===== src/rtl/anc_csum_unit.sv =====
module anc_csum_unit #(
  parameter int DC_BITS = 8
) (
  input  logic       clk,
  input  logic       rst_n,
  input  logic       word_valid,
  input  logic [9:0] din,
  input  logic       attach_mode,
  input  logic       force_fix,
  input  logic       err_clr,
  output logic [9:0] dout,
  output logic       dout_valid,
  output logic       csum_err
);
  typedef enum logic [2:0] {SCAN, HDR_ID, HDR_SID, HDR_CNT, PAYLOAD, CSLOT} st_t;

  st_t               st;
  logic [9:0]        h1, h2;
  logic [8:0]        sum;
  logic [DC_BITS-1:0] left;

  wire [8:0] sum_nx  = sum + din[8:0];
  wire [9:0] calc    = {~sum[8], sum};
  wire       at_cs   = word_valid && st == CSLOT;
  wire       bad     = din != calc;
  wire       replace = at_cs && (!attach_mode || (bad && force_fix));
  wire       flag    = at_cs && attach_mode && bad && !force_fix;
  wire       adf     = h2 == 10'h000 && h1 == 10'h3FF && din == 10'h3FF;

  always_ff @(posedge clk) begin
    if (!rst_n) begin
      st   <= SCAN;
      h1   <= 10'h3FF;
      h2   <= 10'h3FF;
      sum  <= '0;
      left <= '0;
    end else if (word_valid) begin
      h1 <= din;
      h2 <= h1;
      case (st)
        SCAN:    if (adf) begin st <= HDR_ID; sum <= '0; end
        HDR_ID:  begin sum <= sum_nx; st <= HDR_SID; end
        HDR_SID: begin sum <= sum_nx; st <= HDR_CNT; end
        HDR_CNT: begin
          sum  <= sum_nx;
          left <= din[DC_BITS-1:0];
          st   <= (din[DC_BITS-1:0] == '0) ? CSLOT : PAYLOAD;
        end
        PAYLOAD: begin
          sum  <= sum_nx;
          left <= left - 1'b1;
          if (left == 1) st <= CSLOT;
        end
        default: st <= SCAN;
      endcase
    end
  end

  always_ff @(posedge clk) begin
    if (!rst_n) begin
      dout       <= '0;
      dout_valid <= 1'b0;
      csum_err   <= 1'b0;
    end else begin
      dout_valid <= word_valid;
      if (word_valid) dout <= replace ? calc : din;
      if (flag)         csum_err <= 1'b1;
      else if (err_clr) csum_err <= 1'b0;
    end
  end

  p_fwd_r2: assert property (@(posedge clk) disable iff (!rst_n)
    word_valid && st != CSLOT |=> dout == $past(din) && dout_valid);
  p_hold_r2: assert property (@(posedge clk) disable iff (!rst_n)
    !word_valid |=> $stable(dout) && !dout_valid);
  p_csfmt_r4: assert property (@(posedge clk) disable iff (!rst_n)
    at_cs && (!attach_mode || force_fix) |=> dout[9] == ~dout[8]);
  p_pass_r7: assert property (@(posedge clk) disable iff (!rst_n)
    at_cs && attach_mode && !force_fix |=> dout == $past(din));
  p_sticky_r9: assert property (@(posedge clk) disable iff (!rst_n)
    csum_err && !err_clr |=> csum_err);
  p_quiet_r8: assert property (@(posedge clk) disable iff (!rst_n)
    !csum_err && !at_cs |=> !csum_err);
  p_insert_r5: assert property (@(posedge clk) disable iff (!rst_n)
    at_cs && !attach_mode |=> $stable(csum_err));
endmodule


===== config.mk =====
export PLATFORM = sky130hd
export DESIGN_NAME = anc_csum_unit
export DESIGN_NICKNAME = d
export VERILOG_FILES = /design/src/rtl/anc_csum_unit.sv
export SDC_FILE = /design/constraint.sdc
export NUM_CORES = 1
export LEC_CHECK = 0
export BUFFER_PORTS_ARGS = -buffer_cell sky130_fd_sc_hd__buf_2
export CAP_MARGIN = 20
export CORE_MARGIN = 10
export CORE_UTILIZATION = 42
export DETAILED_ROUTE_END_ITERATION = 8
export GPL_TIMING_DRIVEN = 0
export PLACE_DENSITY = 0.73
export SYNTH_ARGS = -nofsm -noshare
export SYNTH_HDL_FRONTEND = slang
export SYNTH_SLANG_ARGS = --single-unit
export TNS_END_PERCENT = 5

===== constraint.sdc =====
create_clock -name clk -period 1.9 [get_ports clk]
set_input_delay 0.095 -clock clk [delete_from_list [all_inputs] [get_ports clk]]
set_output_delay 0.095 -clock clk [all_outputs]
set_load 0.02 [all_outputs]

==> impl_metrics.yaml <==
route:
  drt-total-wl_um: 7625
  viasPerCell: 6.021
  postRouteAntennaNets: 0
  vias: 2613
  drtIter0Drc: 172
  firstDrtPassIters: 5
  wire_per_inst_um: 17.57
  drc_errors: 0
critical_path:
  rr_startpoint: "sum[0]$_SDFFE_PN0P_"
  rrSetupSlack_ps: -60
  end_kind: "register"
  cp.arrival_ps: 2150
  start_kind: "register"
  cp_max_fo: 3
  r2r_cells: 8
  critPathKind: "reg2reg"
  reg2reg_to: "sum[6]$_SDFFE_PN0P_"
  worstPathRequired_ps: 2100
synthesis:
  synth_top_area_frac: 0.3789
  yosysMostFrequentCell: "dfxtp_1"
  avgSynthCellArea_um2: 8.750
  async_flop_share: 0
  synth_seq_cells: 52
  synth-edff-count: 0
  yosys_warnings: 0
  synth_compound_area_frac: 0.2231
  yosys.area_share.simple: 0.2149
  synth_fa_ha_area_frac: 0.05282
  synthMuxAreaShare: 0.07286
  synth_seq_area_share: 0.3789
  ys_top_cells_by_area: "dfxtp_1 38%, mux2i_1 7.3%, o21ai_0 5.8%, ha_1 4.6%, nand2_1 3.6%"
  synthFlopType: "dfxtp_1"
  syn-num-nets: 341
  synthTopCellsByCount: "52 x dfxtp_1, 32 x o21ai_0, 26 x nand2_1"
  syn-cell-area_mm2: 0.002748
  yosysUniqueCellTypes: 58
  synth_top_family_by_area: "compound AO/OA/AOI/OAI gates"
  syn_inst: 314
  synth.largest_area_cell: "dfxtp_1"
  synth_xor_xnor_area_share: 0.009563
final_layout:
  num_antenna_cells: 0
  final_util: 0.5293
  drive_above_1_share: 0.2605
  fin_cells: 434
  layout.nets: 384
  stdcell_area_mm2: 0.003361
  syn2layout_area_growth_pct: 22.31
placed_design:
  gp_congestion: 0.8660
  pre_cts_ws_ps: -253.4
  placed_area_mm2: 0.002974
  place.port_buffers: 26
  dpl.hpwl_um: 5133
  placedCellCount: 417
flow_run:
  drv_cap: 0
sta:
  tightest_slew_ps: 676.1
  slew_violations: 0
  setup-violations-final: 1
  slew_headroom: 0.5458
  rsz0062_at_grt: "true"
  finalHoldViolations: 0
  setup_ws_ps: -55.30
  timing.fmax_mhz: 511.4
  period_needed_ps: 1955
  post-route-period-util: 1.029
  fin_worst_skew_ps: 7.646
power_and_ir_drop:
  cellPowerDensity_mw_per_mm2: 685.4
  power.leakage_nw: 1.322
  ir_drop_mv: 0.5956
global_routing:
  grt_start_max_net_pins: 16
  grt_pass1_vias: 2480
  grt_pass1_wl_um: 12120
  grt-ovfl-total: 0
  grt_antenna_before_repair: 0
  grt_usage: 0.1443
worst_hold_path:
  hold_path.startpoint: "err_clr"
  hold_path_depth: 3
  hp-class: "in2reg"
  hold-path-endpoint: "csum_err$_SDFFE_PN0P_"
die:
  row_count: 29
  io_pins: 28
  initial_core_util: 0.4327
  die_w_um: 100.9
  die-height_um: 100.9
  die_area_mm2: 0.01018
  core_area_mm2: 0.006350
clock_tree:
  cts_buffers: 5
  cts_root_buf: "clkbuf_8"
  clockBufferDepth: 2
  ctsHoldBuffers: 0
  cts_tree: "done"
  insertion_delay_ps: 310
  path_clk_slew_ps: 90
  htree_num_levels: 2
  clock_sinks: 52
run_status:
  outcome: "finished with violations"
  violations: "setup timing"
-- registers in the layout, summed over array words and instances, names as in the netlist --
register    flops
st              3
h1             10
dout_valid      1
left            8
h2             10
sum             9
dout           10
csum_err        1
-- cells by family (layout without fill, tap and decap cells) --
group,after synthesis,count (layout)
xor gates and xnor gates,3,3
and+or+nand+nor,103,103
buffers and inverters,30,73
muxes,20,20
DFF,52,52
adders and majority gates,11,11
AOI/OAI and AO/OA,95,95
-- layer usage --
metal  track usage  share of wire  wire, µm  vias to the layer above
met1        0.1941           0.43      3275                     1239
met5             0              0         0                        -
met4       0.06413          0.028       211                        0
li1              -              -         -                     1253
met2        0.2216           0.48      3656                      101
met3       0.02126          0.063       483                       20
-- cell type report --
cell class              instances  area, µm²
clock inverters                 2      60.06
inverters                      13      48.80
well taps                      77      96.34
repair buffers                 36      205.2
clock buffers                   5      68.82
plain buffers                  17      85.08
multi-input cells             232       1740
fillers                       552       2989
flip-flops and latches         52       1056
-- how the worst max path moves through the flow --
stage,startpoint,to,slack (ps),cells past startpoint
2_1_floorplan,sum[0]$_SDFFE_PN0P_,sum[8]$_SDFFE_PN0P_,30,7
3_3_place_gp,sum[5]$_SDFFE_PN0P_,dout[4]$_SDFFE_PN0P_,-180,6
3_5_place_dp,sum[5]$_SDFFE_PN0P_,dout[7]$_SDFFE_PN0P_,-250,6
4_1_cts,sum[0]$_SDFFE_PN0P_,sum[8]$_SDFFE_PN0P_,-8,7
5_1_grt,sum[0]$_SDFFE_PN0P_,sum[6]$_SDFFE_PN0P_,-130,8
6_report,sum[0]$_SDFFE_PN0P_,sum[6]$_SDFFE_PN0P_,-60,8
-- through the flow --
stage | power [mW] | TNS, ps | hold slack, ps
after floorplan | 1.313 | 0 | 223.5
after global placement | 1.398 | -1736 | 365.8
after detailed placement | 1.404 | -2463 | 373.6
after CTS | 2.293 | -8.172 | 45.45
after global routing | 2.387 | -566.8 | 42.97
final | 2.303 | -55.30 | 39.66
-- report_power, final --
group          total (mW)  internal, mW  switching, mW
logic               0.265         0.103          0.163
clock network       0.896         0.519          0.377
registers            1.14          1.12         0.0202
total                2.30          1.74          0.560
-- layout by cell type, fill, tap and decap left out, types with 4 or more instances in the layout --
cell type and n:
dfxtp_1 44, buf_2 34, o21ai_0 32, nand2_1 26, mux2i_1 20, nand3_1 15, inv_1 13, a31oi_1 13
nor2_1 12, a21oi_1 11, buf_4 11, clkbuf_1 7, ha_4 6, dfxtp_2 6, nand4_1 5, o22ai_1 5
nor2b_1 5, nor3_1 5, clkbuf_8 5, and2_1 4
-- what timing repair did --
| item | CTS | global route |
|---|---|---|
| setup buffers | 4 | 6 |
| pin swaps | 3 | 10 |
| endpoints found under the setup margin | 13 | 20 |
| gates resized for setup | 22 | 15 |
-- critical path, cell delays in order (launching register included) --
cell	delay, ps
dfxtp_4	370
ha_4	170
fa_2	390
a21oi_4	170
buf_4	130
o211ai_1	100
or3_1	340
nand3_1	100
a21oi_1	60
No activity file was read; power rests on OpenSTA's default activity.
